===== src/rtl/kms_pkg.sv =====
package kms_pkg;
  localparam int KMS_ROWS  = 8;
  localparam int KMS_COLS  = 8;
  localparam int ROW_W     = $clog2(KMS_ROWS);
  localparam int COL_W     = $clog2(KMS_COLS);
  localparam int Q_DEPTH   = 8;
  localparam int Q_PTR_W   = $clog2(Q_DEPTH);
  localparam int Q_CNT_W   = $clog2(Q_DEPTH + 1);
  localparam int CODE_W    = 2 + ROW_W + COL_W;

  typedef struct packed {
    logic             ctrl;
    logic             shift;
    logic [ROW_W-1:0] row;
    logic [COL_W-1:0] col;
  } keycode_t;

  function automatic keycode_t pack_code(input logic ctrl, input logic shift,
                                         input logic [ROW_W-1:0] row,
                                         input logic [COL_W-1:0] col);
    keycode_t k;
    k.ctrl  = ctrl;
    k.shift = shift;
    k.row   = row;
    k.col   = col;
    return k;
  endfunction

  // lowest set bit index; 0 when none set
  function automatic logic [COL_W-1:0] first_set(input logic [KMS_COLS-1:0] v);
    logic [COL_W-1:0] idx;
    idx = '0;
    for (int i = KMS_COLS - 1; i >= 0; i--) begin
      if (v[i]) idx = COL_W'(i);
    end
    return idx;
  endfunction

  function automatic logic [KMS_COLS-1:0] col_onehot(input logic [COL_W-1:0] c);
    return KMS_COLS'(1) << c;
  endfunction

  function automatic logic [ROW_W-1:0] row_after(input logic [ROW_W-1:0] r);
    return (r == ROW_W'(KMS_ROWS - 1)) ? '0 : r + ROW_W'(1);
  endfunction

  function automatic logic [7:0] status_byte(input logic ovf, input logic [Q_CNT_W-1:0] cnt);
    return {3'b000, ovf, 4'(cnt)};
  endfunction
endpackage


===== src/rtl/kms_scan_timer.sv =====
module kms_scan_timer
  import kms_pkg::*;
#(
  parameter int SCAN_DIV = 256
) (
  input  logic             clk,
  input  logic             rst,
  output logic [ROW_W-1:0] row,
  output logic             tick
);
  localparam int DIV_W = (SCAN_DIV > 1) ? $clog2(SCAN_DIV) : 1;

  logic [DIV_W-1:0] div_q;
  logic [ROW_W-1:0] row_q;

  assign tick = (div_q == DIV_W'(SCAN_DIV - 1));
  assign row  = row_q;

  always_ff @(posedge clk or posedge rst) begin
    if (rst) begin
      div_q <= '0;
      row_q <= '0;
    end else if (tick) begin
      div_q <= '0;
      row_q <= row_after(row_q);
    end else begin
      div_q <= div_q + DIV_W'(1);
    end
  end
endmodule


===== src/rtl/kms_key_tracker.sv =====
module kms_key_tracker
  import kms_pkg::*;
(
  input  logic                clk,
  input  logic                rst,
  input  logic                tick,
  input  logic [ROW_W-1:0]    row,
  input  logic [KMS_COLS-1:0] cols,
  input  logic                rollover,
  output logic                accept,
  output logic [COL_W-1:0]    accept_col,
  output logic                held_any
);
  logic [KMS_COLS-1:0] seen_q [KMS_ROWS];
  logic [KMS_COLS-1:0] held_q [KMS_ROWS];
  logic [KMS_ROWS-1:0] row_busy;
  logic [KMS_COLS-1:0] cand;

  for (genvar r = 0; r < KMS_ROWS; r++) begin : g_busy
    assign row_busy[r] = |held_q[r];
  end
  assign held_any = |row_busy;

  assign cand       = cols & seen_q[row] & ~held_q[row];
  assign accept_col = first_set(cand);
  assign accept     = tick && (|cand) && (rollover || !held_any);

  always_ff @(posedge clk or posedge rst) begin
    if (rst) begin
      for (int r = 0; r < KMS_ROWS; r++) begin
        seen_q[r] <= '0;
        held_q[r] <= '0;
      end
    end else if (tick) begin
      seen_q[row] <= cols;
      held_q[row] <= (held_q[row] & cols) |
                     (accept ? col_onehot(accept_col) : '0);
    end
  end
endmodule


===== src/rtl/kms_fifo.sv =====
module kms_fifo
  import kms_pkg::*;
(
  input  logic               clk,
  input  logic               rst,
  input  logic               push_req,
  input  logic [CODE_W-1:0]  push_data,
  input  logic               pop_req,
  output logic [CODE_W-1:0]  head,
  output logic [Q_CNT_W-1:0] count,
  output logic               pushed,
  output logic               popped,
  output logic               dropped
);
  logic [CODE_W-1:0]  mem_q [Q_DEPTH];
  logic [Q_PTR_W-1:0] wr_q, rd_q;
  logic [Q_CNT_W-1:0] cnt_q;
  logic               full;

  assign full    = (cnt_q == Q_CNT_W'(Q_DEPTH));
  assign pushed  = push_req && !full;
  assign dropped = push_req && full;
  assign popped  = pop_req && (cnt_q != '0);
  assign head    = mem_q[rd_q];
  assign count   = cnt_q;

  always_ff @(posedge clk or posedge rst) begin
    if (rst) begin
      wr_q  <= '0;
      rd_q  <= '0;
      cnt_q <= '0;
      for (int i = 0; i < Q_DEPTH; i++) mem_q[i] <= '0;
    end else begin
      if (pushed) begin
        mem_q[wr_q] <= push_data;
        wr_q        <= wr_q + Q_PTR_W'(1);
      end
      if (popped) rd_q <= rd_q + Q_PTR_W'(1);
      case ({pushed, popped})
        2'b10:   cnt_q <= cnt_q + Q_CNT_W'(1);
        2'b01:   cnt_q <= cnt_q - Q_CNT_W'(1);
        default: cnt_q <= cnt_q;
      endcase
    end
  end
endmodule


===== src/rtl/kms_host_port.sv =====
module kms_host_port
  import kms_pkg::*;
(
  input  logic               clk,
  input  logic               rst,
  input  logic               cs,
  input  logic               rd,
  input  logic               wr,
  input  logic               addr,
  input  logic [7:0]         wdata,
  input  logic [CODE_W-1:0]  head,
  input  logic [Q_CNT_W-1:0] count,
  input  logic               dropped,
  output logic               pop_req,
  output logic               rollover,
  output logic               ovf,
  output logic [7:0]         rdata
);
  logic rd_hit, wr_hit;
  logic mode_q, ovf_q;
  logic [7:0] rdata_q;

  assign rd_hit   = cs && rd;
  assign wr_hit   = cs && wr;
  assign pop_req  = rd_hit && !addr;
  assign rollover = mode_q;
  assign ovf      = ovf_q;
  assign rdata    = rdata_q;

  always_ff @(posedge clk or posedge rst) begin
    if (rst) begin
      mode_q  <= 1'b0;
      ovf_q   <= 1'b0;
      rdata_q <= '0;
    end else begin
      if (rd_hit) begin
        if (addr)              rdata_q <= status_byte(ovf_q, count);
        else if (count != '0)  rdata_q <= 8'(head);
        else                   rdata_q <= '0;
      end
      if (wr_hit && addr) mode_q <= wdata[0];
      if (dropped)                 ovf_q <= 1'b1;
      else if (rd_hit && addr)     ovf_q <= 1'b0;
    end
  end
endmodule


===== src/rtl/keymatrix_scanner.sv =====
module keymatrix_scanner
  import kms_pkg::*;
#(
  parameter int SCAN_DIV = 256
) (
  input  logic       clk,
  input  logic       rst,
  input  logic [7:0] col_in,
  input  logic       shift_in,
  input  logic       ctrl_in,
  output logic [2:0] scan_row,
  input  logic       cs,
  input  logic       rd,
  input  logic       wr,
  input  logic       addr,
  input  logic [7:0] wdata,
  output logic [7:0] rdata,
  output logic       irq
);
  // named internal events, also watched by the checker
  logic               scan_tick;
  logic [ROW_W-1:0]   row_now;
  logic               key_accept;
  logic [COL_W-1:0]   key_col;
  logic               keys_held;
  logic               mode_rollover;
  logic               pop_req;
  logic               q_pushed, q_popped, q_dropped;
  logic [Q_CNT_W-1:0] q_count;
  logic [CODE_W-1:0]  q_head;
  logic               ovf_flag;
  keycode_t           new_code;

  kms_scan_timer #(.SCAN_DIV(SCAN_DIV)) u_timer (
    .clk (clk), .rst (rst), .row (row_now), .tick (scan_tick)
  );

  kms_key_tracker u_track (
    .clk (clk), .rst (rst), .tick (scan_tick), .row (row_now),
    .cols (col_in), .rollover (mode_rollover),
    .accept (key_accept), .accept_col (key_col), .held_any (keys_held)
  );

  assign new_code = pack_code(ctrl_in, shift_in, row_now, key_col);

  kms_fifo u_fifo (
    .clk (clk), .rst (rst), .push_req (key_accept), .push_data (new_code),
    .pop_req (pop_req), .head (q_head), .count (q_count),
    .pushed (q_pushed), .popped (q_popped), .dropped (q_dropped)
  );

  kms_host_port u_host (
    .clk (clk), .rst (rst), .cs (cs), .rd (rd), .wr (wr), .addr (addr),
    .wdata (wdata), .head (q_head), .count (q_count), .dropped (q_dropped),
    .pop_req (pop_req), .rollover (mode_rollover), .ovf (ovf_flag),
    .rdata (rdata)
  );

  assign scan_row = row_now;
  assign irq      = (q_count != '0);
endmodule


===== config.mk =====
export PLATFORM = sky130hd
export DESIGN_NAME = keymatrix_scanner
export DESIGN_NICKNAME = d
export VERILOG_FILES = /design/src/rtl/kms_pkg.sv /design/src/rtl/kms_scan_timer.sv /design/src/rtl/kms_key_tracker.sv /design/src/rtl/kms_fifo.sv /design/src/rtl/kms_host_port.sv /design/src/rtl/keymatrix_scanner.sv
export SDC_FILE = /design/constraint.sdc
export NUM_CORES = 1
export LEC_CHECK = 0
export BUFFER_PORTS_ARGS = -buffer_cell sky130_fd_sc_hd__buf_2
export CELL_PAD_IN_SITES_DETAIL_PLACEMENT = 2
export CELL_PAD_IN_SITES_GLOBAL_PLACEMENT = 2
export CORE_MARGIN = 2
export CORE_UTILIZATION = 37
export DETAILED_ROUTE_END_ITERATION = 7
export PLACE_DENSITY = 0.79
export SLEW_MARGIN = 20
export SYNTH_ARGS = -nofsm -noshare
export SYNTH_HDL_FRONTEND = slang
export SYNTH_SLANG_ARGS = --single-unit

===== constraint.sdc =====
create_clock -name clk -period 6.7 [get_ports clk]
set_clock_uncertainty 0.15 [all_clocks]
set_input_delay 1.005 -clock clk [delete_from_list [all_inputs] [get_ports clk]]
set_output_delay 1.005 -clock clk [all_outputs]
set_load 0.05 [all_outputs]

==> impl_metrics.env, run 1 <==
export IMPL_grt_pass1_wl_mm=53.5
export IMPL_synthToLayoutAreaGrowth_pct=12.8
export IMPL_dp_hpwl_mm=21.4
export IMPL_finalSetupTns_ps=0
export IMPL_yosys_warnings=0
export IMPL_clockBufferDepth=3
export IMPL_drt_wirelength_per_cell_um=23.6
export IMPL_postCtsHoldBufs=0
export IMPL_met1_length_mm=14.3
export IMPL_p_sw_share_pct=26.1
export IMPL_drtIter0Drc=444
export IMPL_layout_min_cycle_time_ps=4960
export IMPL_post_cts_buffers=0
export IMPL_numCtsBuffers=27
export IMPL_port_buffers=28
export IMPL_fillers=2946
export IMPL_wl_met3_mm=1.32
export IMPL_diodes=0
export IMPL_register_area_mm2=0.00559
export IMPL_fmax_ghz=0.201
export IMPL_synth_distinct_cells=62
export IMPL_final_nets=1032
export IMPL_cellPowerDensity_mw_per_mm2=254
export IMPL_synth_area_mm2=0.0107
export IMPL_syn_mean_instance_area_um2=10.9
export IMPL_ctsResizeCount=0
export IMPL_overflow=0
export IMPL_yosysSeqAreaShare_pct=52.0
export IMPL_r2r_end="u_fifo.count[2]$_DFFE_PP0P_"
export IMPL_stdcell_area_mm2=0.0121
export IMPL_routed_wl_mm=33.1
export IMPL_drv_cap=0
export IMPL_die_y_um=174
export IMPL_drc_errors=0
export IMPL_synth_top_area_share_pct=52.0
export IMPL_ys_flop_type="dfrtp_1"
export IMPL_antenna_found_initial=0
export IMPL_cp_max_fo=29
export IMPL_fp_row_count=62
export IMPL_synthCells=986
export IMPL_io_pins=36
export IMPL_grt_max_degree=132
export IMPL_hold_path_depth=2
export IMPL_setup_viol=0
export IMPL_multi_input_area_mm2=0.00489
export IMPL_worstSetupEndpointType="register"
export IMPL_worst_pin_slew_ps=1120
export IMPL_cts_tree="built"
export IMPL_reg2reg_depth=15
export IMPL_met2_length_mm=16.7
export IMPL_p_sw_uw=802
export IMPL_reg2reg_slack_ps=1740
export IMPL_grt_pass1_vias=8824
export IMPL_cp_required_ps=6940
export IMPL_synth_area_leaders="dfrtp_1 (52%), mux2_2 (7.6%), nand2_1 (7.3%), mux4_2 (6.7%), o21ai_0 (3.2%)"
export IMPL_cp_data_arrival_time_ps=5210
export IMPL_finalCritPeriodShare_pct=74.1
export IMPL_hold_end="u_track.seen_q[40]$_DFFE_PP0P_"
export IMPL_outcome="complete, no violations"
export IMPL_holdCritStartpoint="u_track.seen_q[40]$_DFFE_PP0P_"
export IMPL_power_frac_comb_pct=7.2
export IMPL_clkLatencyLatePin_ps=540
export IMPL_drive_gt1_share_pct=20.8
export IMPL_clock_sinks=223
export IMPL_cts_reportedPaths_clkPinSlew_ps=60
export IMPL_die_area_mm2=0.0304
export IMPL_via_count=7908
export IMPL_track_usage_pct=22.7
export IMPL_yosys_area_top_type="dfrtp_1"
export IMPL_synth_fp_nets=1018
export IMPL_rsz0062_at_grt="no"
export IMPL_topRoutingLayerUsed="met4"
export IMPL_min_path_type="reg2reg"
export IMPL_root_buffer="clkbuf_16"
export IMPL_die_w_um=174
export IMPL_routabilityCongestion=0.811
export IMPL_ir_drop_v=0.000156
export IMPL_ys_ff_latch=223
export IMPL_pwr_share_seq_pct=48.1
export IMPL_start_util_pct=37.5
export IMPL_htreeDepth=1
export IMPL_reg2reg_from="u_timer.row[1]$_DFFE_PP0P_"
export IMPL_clkPwrFrac_pct=44.7
export IMPL_start_kind="register"
export IMPL_coreArea_mm2=0.0286
export IMPL_hold_violations=0
export IMPL_synth_async_reset_ratio_pct=100
export IMPL_dpl_cell_area_mm2=0.0113
export IMPL_p_leak_nw=5.18
export IMPL_internal_power_mw=2.27
export IMPL_worstSetupPathType="reg2reg"
export IMPL_firstDrtPassIters=5
export IMPL_antenna_left=0
export IMPL_slew_violations=0
export IMPL_synth_edf_count=0
export IMPL_routed_via_density=5.64
export IMPL_relSlewSlack_pct=25.2
==> power groups by stage <==
stage          combinational, mW  sequential [mW]  clock (mW)
6_report                   0.222             1.48        1.38
3_3_place_gp               0.214             1.50           0
5_1_grt                    0.246             1.49        1.46
2_1_floorplan              0.203             1.44           0
3_5_place_dp               0.224             1.50           0
4_1_cts                    0.228             1.48        1.40
==> worst max-delay path: stages (launching register included) <==
cell and delay (ps):
dfrtp_2 800, buf_4 410, nand2b_1 420, o22ai_1 160, a31o_2 260, o31ai_2 730, nor4_4 110, buf_4 240
or2b_1 330, ha_1 310, xor2_1 170, ha_1 200, a21oi_1 140, xor2_1 160, nor2_1 60, xor2_1 140
==> placed cells by master, fill, tap and decap left out, types with 13 or more instances in the layout <==
cell	count
a21oi_1	51
buf_2	28
buf_4	13
clkbuf_16	27
dfrtp_1	219
inv_1	13
mux2_2	72
mux2i_1	23
mux4_2	32
nand2_1	210
nand3_1	18
nor2_1	50
nor4_1	19
o21ai_0	68
==> per-layer routing <==
layer  vias up  GRT usage, %
met5         -             0
li1       3520             -
met1      4198          30.3
met3        52          3.61
met2       138          38.4
met4         0          6.30
==> worst max path at each step <==
stage,cells after the start,slack [ps],from,end
4_1_cts,15,1730,u_timer.row[1]$_DFFE_PP0P_,u_fifo.count[2]$_DFFE_PP0P_
3_5_place_dp,15,1830,u_timer.row[1]$_DFFE_PP0P_,u_fifo.count[2]$_DFFE_PP0P_
2_1_floorplan,15,2450,u_timer.row[1]$_DFFE_PP0P_,u_fifo.count[2]$_DFFE_PP0P_
5_1_grt,15,1390,u_timer.row[1]$_DFFE_PP0P_,u_fifo.count[2]$_DFFE_PP0P_
6_report,15,1740,u_timer.row[1]$_DFFE_PP0P_,u_fifo.count[2]$_DFFE_PP0P_
3_3_place_gp,15,1960,u_timer.row[1]$_DFFE_PP0P_,u_fifo.count[2]$_DFFE_PP0P_
==> cells by family (layout without fill, tap and decap cells) <==
family	count (synthesis)	after routing	share of synthesized area, %
buffers and inverters	72	103	2.86
flip-flops	223	223	52.0
multiplexers	128	128	16.5
AO/OA/AOI/OAI	172	172	9.72
adder cells (fa/ha/maj)	8	8	0.933
AND/OR/NAND/NOR	369	369	16.8
XOR/XNOR	14	14	1.14
==> area by class of cell <==
class                           instances  share of cell area [%]
Multi-Input combinational cell        691                    40.4
Timing Repair Buffer                   43                    2.22
Tap cell                              384                    3.97
Inverter                               14                   0.465
Clock buffer                           41                    6.51
Sequential cell                       223                    46.1
Clock inverter                          5                   0.269
==> state kept, by name (all words and copies together) (netlist names) <==
register         cells
u_fifo.mem_q        64
u_track.held_q      64
u_track.seen_q      64
u_host.rdata         8
u_timer.div_q        8
u_fifo.count         4
u_fifo.rd_q          3
u_fifo.wr_q          3
u_timer.row          3
u_host.ovf           1
u_host.rollover      1
==> cell usage after synthesis (5+ instances only) <==
master and n:
mux2i_1 23, ha_1 8, mux4_2 32, nand3_1 18, dfrtp_1 223, xnor2_1 7, buf_2 11, nor4_1 19
a22oi_1 6, o22ai_1 8, nor2b_1 9, a22o_1 6, nand2b_1 5, mux2_2 72, and2_1 9, nor3_1 11
nand2_1 210, o21ai_0 68, nor2_1 50, xor2_1 7, nand3b_1 10, inv_1 14, a21oi_1 51, clkbuf_1 39
==> per-stage QoR <==
step	worst slack, ps	total power, mW	hold WS (ps)	utilization (%)	instances
3_5_place_dp	1830	1.73	306	39.4	1355
5_1_grt	1390	3.20	339	42.3	1401
6_report	1740	3.08	312	42.3	1401
4_1_cts	1730	3.11	317	42.2	1401
2_1_floorplan	2450	1.65	283	-	986
3_3_place_gp	1960	1.71	295	39.3	1355
Power figures use the tool's default switching activity.
==> inputs of run 2 (changes only) <==
clock period = 4.2 ns   (was 6.7 ns; I/O delays follow)
==> impl_metrics.env, run 2 (same netlist as run 1, synthesis figures left out) <==
export IMPL_outcome="complete, no violations"
export IMPL_synthToLayoutAreaGrowth_pct=16.9
export IMPL_diodes=0
export IMPL_reg2reg_depth=14
export IMPL_cts_tree="built"
export IMPL_reg2reg_from="u_timer.row[1]$_DFFE_PP0P_"
export IMPL_routed_via_density=5.62
export IMPL_rsz0062_at_grt="no"
export IMPL_worstSetupPathType="reg2reg"
export IMPL_layout_commonest_cell="dfrtp_1"
export IMPL_grt_pass1_wl_mm=54.4
export IMPL_drive_gt1_share_pct=24.0
export IMPL_min_path_type="in2reg"
export IMPL_start_kind="register"
export IMPL_clockBufferDepth=3
export IMPL_final_nets=1068
export IMPL_reg2reg_slack_ps=200
export IMPL_coreArea_mm2=0.0286
export IMPL_biggestRegsByFlops="u_fifo.mem_q x64, u_track.held_q x64, u_track.seen_q x64"
export IMPL_routed_wl_mm=34.1
export IMPL_track_usage_pct=23.0
export IMPL_antenna_left=0
export IMPL_hold_violations=0
export IMPL_root_buffer="clkbuf_16"
export IMPL_relSlewSlack_pct=27.0
export IMPL_htreeDepth=1
export IMPL_drt_wirelength_per_cell_um=23.7
export IMPL_fp_row_count=62
export IMPL_numCtsBuffers=28
export IMPL_firstDrtPassIters=4
export IMPL_cellPowerDensity_mw_per_mm2=415
export IMPL_final_cell_mix="dfrtp_1 (219), nand2_1 (210), mux2_2 (72)"
export IMPL_p_leak_nw=5.43
export IMPL_die_area_mm2=0.0304
export IMPL_cp_endpoint="u_fifo.count[2]$_DFFE_PP0P_"
export IMPL_dp_hpwl_mm=22.2
export IMPL_clock_sinks=223
export IMPL_die_y_um=174
export IMPL_slew_violations=0
export IMPL_overflow=0
export IMPL_cp_data_arrival_time_ps=4270
export IMPL_grt_max_degree=131
export IMPL_io_pins=36
export IMPL_ir_drop_v=0.000297
export IMPL_setup_viol=0
export IMPL_worstSetupEndpointType="register"
export IMPL_cts_reportedPaths_clkPinSlew_ps=60
export IMPL_routabilityCongestion=0.839
export IMPL_grt_pass1_vias=9191
export IMPL_via_count=8102
export IMPL_worst_pin_slew_ps=1090
export IMPL_port_buffers=28
export IMPL_r2r_end="u_fifo.count[2]$_DFFE_PP0P_"
export IMPL_hold_slack_ps=183
export IMPL_drc_errors=0
export IMPL_antenna_found_initial=0
export IMPL_finalSetupTns_ps=0
export IMPL_die_w_um=174
export IMPL_finalCritPeriodShare_pct=95.3
export IMPL_drv_cap=0
export IMPL_worstSetupStartpoint="u_timer.row[1]$_DFFE_PP0P_"
export IMPL_fmax_ghz=0.250
export IMPL_clkLatencyLatePin_ps=550
export IMPL_start_util_pct=37.5
export IMPL_cp_required_ps=4470
export IMPL_cp_max_fo=21
export IMPL_drtIter0Drc=451
export IMPL_layout_min_cycle_time_ps=4000
[run 2: cell count changes in the layout (fill, tap and decap cells not counted), sizes merged]
cell	before	now
bufinv	0	2
clkinvlp	1	2
clkinv	5	2
buf	43	77
dlygate4sd3	0	1
inv	13	14
clkbuf	41	46
[run 2: routing by layer]
metal | wire (µm) | GRT usage, %
met1 | 15200 | 31.2
met3 | 1220 | 2.89
met5 | 0 | 0
met2 | 17000 | 39.2
met4 | 736 | 6.06
[run 2: stage by stage]
stage          power, mW  cells  util [%]  setup slack, ps  area (µm²)
2_1_floorplan       2.63    986         -              101       10700
3_3_place_gp        2.74   1384      40.1              225       11500
3_5_place_dp        2.76   1384      40.1             82.7       11500
4_1_cts             5.27   1437      43.6             46.0       12500
5_1_grt             5.39   1442      43.8             24.2       12500
6_report            5.20   1442      43.8              196       12500
[run 2: worst min-delay path by stage]
stage	startpoint	to	slack [ps]	cells after the start
final	wdata[0]	u_host.rollover$_DFFE_PP0P_	180	2
after CTS	wdata[0]	u_host.rollover$_DFFE_PP0P_	170	2
after detailed placement	u_track.seen_q[56]$_DFFE_PP0P_	u_track.seen_q[56]$_DFFE_PP0P_	310	2
after floorplan	u_track.seen_q[1]$_DFFE_PP0P_	u_track.seen_q[1]$_DFFE_PP0P_	280	2
after global placement	u_track.seen_q[56]$_DFFE_PP0P_	u_track.seen_q[56]$_DFFE_PP0P_	300	2
after global routing	wdata[0]	u_host.rollover$_DFFE_PP0P_	170	2
[run 2: area by class of cell]
cell class                 count  area [µm²]
clock buffer                  46         880
clock inverter                 6        86.3
fill                        2942       16100
inverter                      14        56.3
multi-input combinational    691        4890
sequential                   223        5590
tap                          384         480
timing repair buffer          78         559
[run 2: power breakdown]
part / leakage [nW] / switching, mW / internal (mW)
registers: 2.38 / 0.163 / 2.19
clock network: 0.472 / 0.942 / 1.54
logic: 2.58 / 0.204 / 0.159
[run 2: critical path, cell delays in order, from the launching register on]
cell and delay, ps:
dfrtp_4 540, buf_12 200, mux4_2 510, mux2_2 330
nand4b_1 210, o31ai_2 140, nor4_4 410, or2b_1 180
ha_2 240, xor2_1 100, ha_1 220, a21oi_1 160
xor2_1 220, nor2_1 70, xor2_1 150
[run 2: repair_timing]
item	CTS	global route
setup buffers	0	5
gates resized for setup	1	8
setup endpoints to repair	1	2
hold buffers	1	0
hold endpoints to repair	7	0
==> inputs of run 3 (changes only) <==
--- a/config.mk
+++ b/config.mk
@@ -14,2 +14,3 @@
 export PLACE_DENSITY = 0.79
+export REMOVE_ABC_BUFFERS = 1
 export SLEW_MARGIN = 20
--- a/constraint.sdc
+++ b/constraint.sdc
@@ -4,2 +4,2 @@
 set_output_delay 0.63 -clock clk [all_outputs]
-set_load 0.05 [all_outputs]
+set_load 0.1 [all_outputs]
==> impl_metrics.env, run 3 (same netlist as run 1, synthesis figures left out) <==
export IMPL_slew_violations=0
export IMPL_internal_power_mw=3.73
export IMPL_port_buffers=28
export IMPL_final_nets=1064
export IMPL_worstSetupEndpointType="register"
export IMPL_cts_tree="built"
export IMPL_grt_pass1_wl_mm=56.0
export IMPL_clockBufferDepth=3
export IMPL_firstDrtPassIters=5
export IMPL_cp_data_arrival_time_ps=4230
export IMPL_worst_pin_slew_ps=1080
export IMPL_track_usage_pct=23.9
export IMPL_fmax_ghz=0.252
export IMPL_outcome="complete, no violations"
export IMPL_via_count=8148
export IMPL_drive_gt1_share_pct=23.3
export IMPL_biggestRegsByFlops="u_fifo.mem_q x64, u_track.held_q x64, u_track.seen_q x64"
export IMPL_ir_drop_v=0.000263
export IMPL_clkLatencyLatePin_ps=540
export IMPL_drc_errors=0
export IMPL_grt_util_met2_pct=42.3
export IMPL_numCtsBuffers=27
export IMPL_p_sw_mw=1.34
export IMPL_grt_most_used_layer="met2"
export IMPL_die_y_um=174
export IMPL_diodes=0
export IMPL_io_pins=36
export IMPL_fin_cells=1435
export IMPL_antenna_left=0
export IMPL_cp_max_fo=11
export IMPL_power_frac_comb_pct=8.7
export IMPL_start_util_pct=37.5
export IMPL_finalSetupTns_ps=0
export IMPL_min_path_type="in2async"
export IMPL_drv_cap=0
export IMPL_synthToLayoutAreaGrowth_pct=15.6
export IMPL_multi_input_area_mm2=0.00487
export IMPL_layout_min_cycle_time_ps=3970
export IMPL_cp_required_ps=4460
export IMPL_met3_usage_pct=2.93
export IMPL_cts_reportedPaths_clkPinSlew_ps=60
export IMPL_final_cell_mix="dfrtp_1 (220), nand2_1 (210), mux2_2 (72)"
export IMPL_register_area_mm2=0.00559
export IMPL_dp_cells=1387
export IMPL_rsz0062_at_grt="no"
export IMPL_fillers=2958
export IMPL_layout_commonest_cell="dfrtp_1"
export IMPL_root_buffer="clkbuf_16"
export IMPL_antenna_found_initial=0
export IMPL_htreeDepth=1
export IMPL_worstSetupPathType="reg2reg"
export IMPL_pwr_share_seq_pct=46.1
export IMPL_hold_violations=0
export IMPL_fp_row_count=62
export IMPL_relSlewSlack_pct=27.8
export IMPL_routabilityCongestion=0.778
export IMPL_die_w_um=174
export IMPL_overflow=0
export IMPL_drt_wirelength_per_cell_um=24.6
export IMPL_routed_via_density=5.68
export IMPL_p_leak_nw=5.38
export IMPL_postCtsHoldBufs=0
export IMPL_routed_wl_mm=35.3
export IMPL_start_kind="register"
export IMPL_dp_hpwl_mm=23.1
export IMPL_met1_usage_pct=30.6
export IMPL_clkPwrFrac_pct=45.2
export IMPL_clock_sinks=223
export IMPL_die_area_mm2=0.0304
export IMPL_setup_viol=0
export IMPL_grt_pass1_vias=9335
export IMPL_cellPowerDensity_mw_per_mm2=409
export IMPL_finalCritPeriodShare_pct=94.4
export IMPL_coreArea_mm2=0.0286
export IMPL_p_sw_share_pct=26.4
export IMPL_grt_max_degree=111
export IMPL_drtIter0Drc=445
-- run 3: path summary, 6_finish.rpt --
| path | from | to | slack [ps] | cells after the start |
|---|---|---|---|---|
| max | u_timer.row[1]$_DFFE_PP0P_ | u_fifo.count[2]$_DFFE_PP0P_ | 230 | 14 |
| min | rst | u_host.rdata[1]$_DFFE_PP0P_ | 120 | 2 |
| max reg2reg | u_timer.row[1]$_DFFE_PP0P_ | u_fifo.count[2]$_DFFE_PP0P_ | 230 | 14 |
| min reg2reg | u_track.seen_q[57]$_DFFE_PP0P_ | u_track.seen_q[57]$_DFFE_PP0P_ | 320 | 2 |
| max in group asynchronous | rst | u_track.held_q[40]$_DFFE_PP0P_ | 2820 | 3 |
| min in group clk | wdata[0] | u_host.rollover$_DFFE_PP0P_ | 170 | 2 |
-- run 3: per-layer routing --
metal	routed length (µm)	vias to the layer above
li1	-	3588
met1	14900	4370
met2	18300	139
met3	1100	51
met4	928	0
met5	0	-
-- run 3: repair_timing --
item                       in CTS  in global routing
setup endpoints to repair       0                  1
resized for setup               0                  2
setup buffers                   0                  0
-- run 3: critical path, cell delays in order, from the launching register on --
cell and delay (ps):
dfrtp_2 470, buf_4 250, mux4_2 530, mux2_2 290, nand4b_1 250, o31ai_2 160
nor4_4 380, or2b_1 190, ha_1 300, xor2_1 110, ha_1 200, a21oi_1 150
xor2_1 180, nor2_1 70, xor2_1 140
-- run 3: cell type report --
class                   instances  share of cell area (%)
clock buffers                  42                    6.55
well taps                     384                    3.87
multi-input cells             691                    39.3
flip-flops and latches        223                    45.0
inverters                      14                   0.484
clock inverters                 6                   0.494
repair buffers                 75                    4.28
-- run 3: through the flow --
stage | cell area, µm² | hold slack [ps] | setup slack [ps] | util, % | total power [mW]
2_1_floorplan | 10500 | 283 | -2690 | - | 2.66
3_3_place_gp | 11500 | 297 | 353 | 40.3 | 2.80
3_5_place_dp | 11500 | 314 | 218 | 40.3 | 2.82
4_1_cts | 12400 | 137 | 144 | 43.3 | 5.13
5_1_grt | 12400 | 161 | 7.82 | 43.3 | 5.26
6_report | 12400 | 116 | 235 | 43.3 | 5.08
-- run 3: power by group through the flow --
| stage | Clock (mW) | Combinational (mW) | Sequential (mW) |
|---|---|---|---|
| after floorplan | 0 | 0.240 | 2.42 |
| after CTS | 2.34 | 0.446 | 2.34 |
| after global routing | 2.43 | 0.479 | 2.35 |
| after detailed placement | 0 | 0.439 | 2.38 |
| final | 2.30 | 0.439 | 2.34 |
| after global placement | 0 | 0.425 | 2.37 |
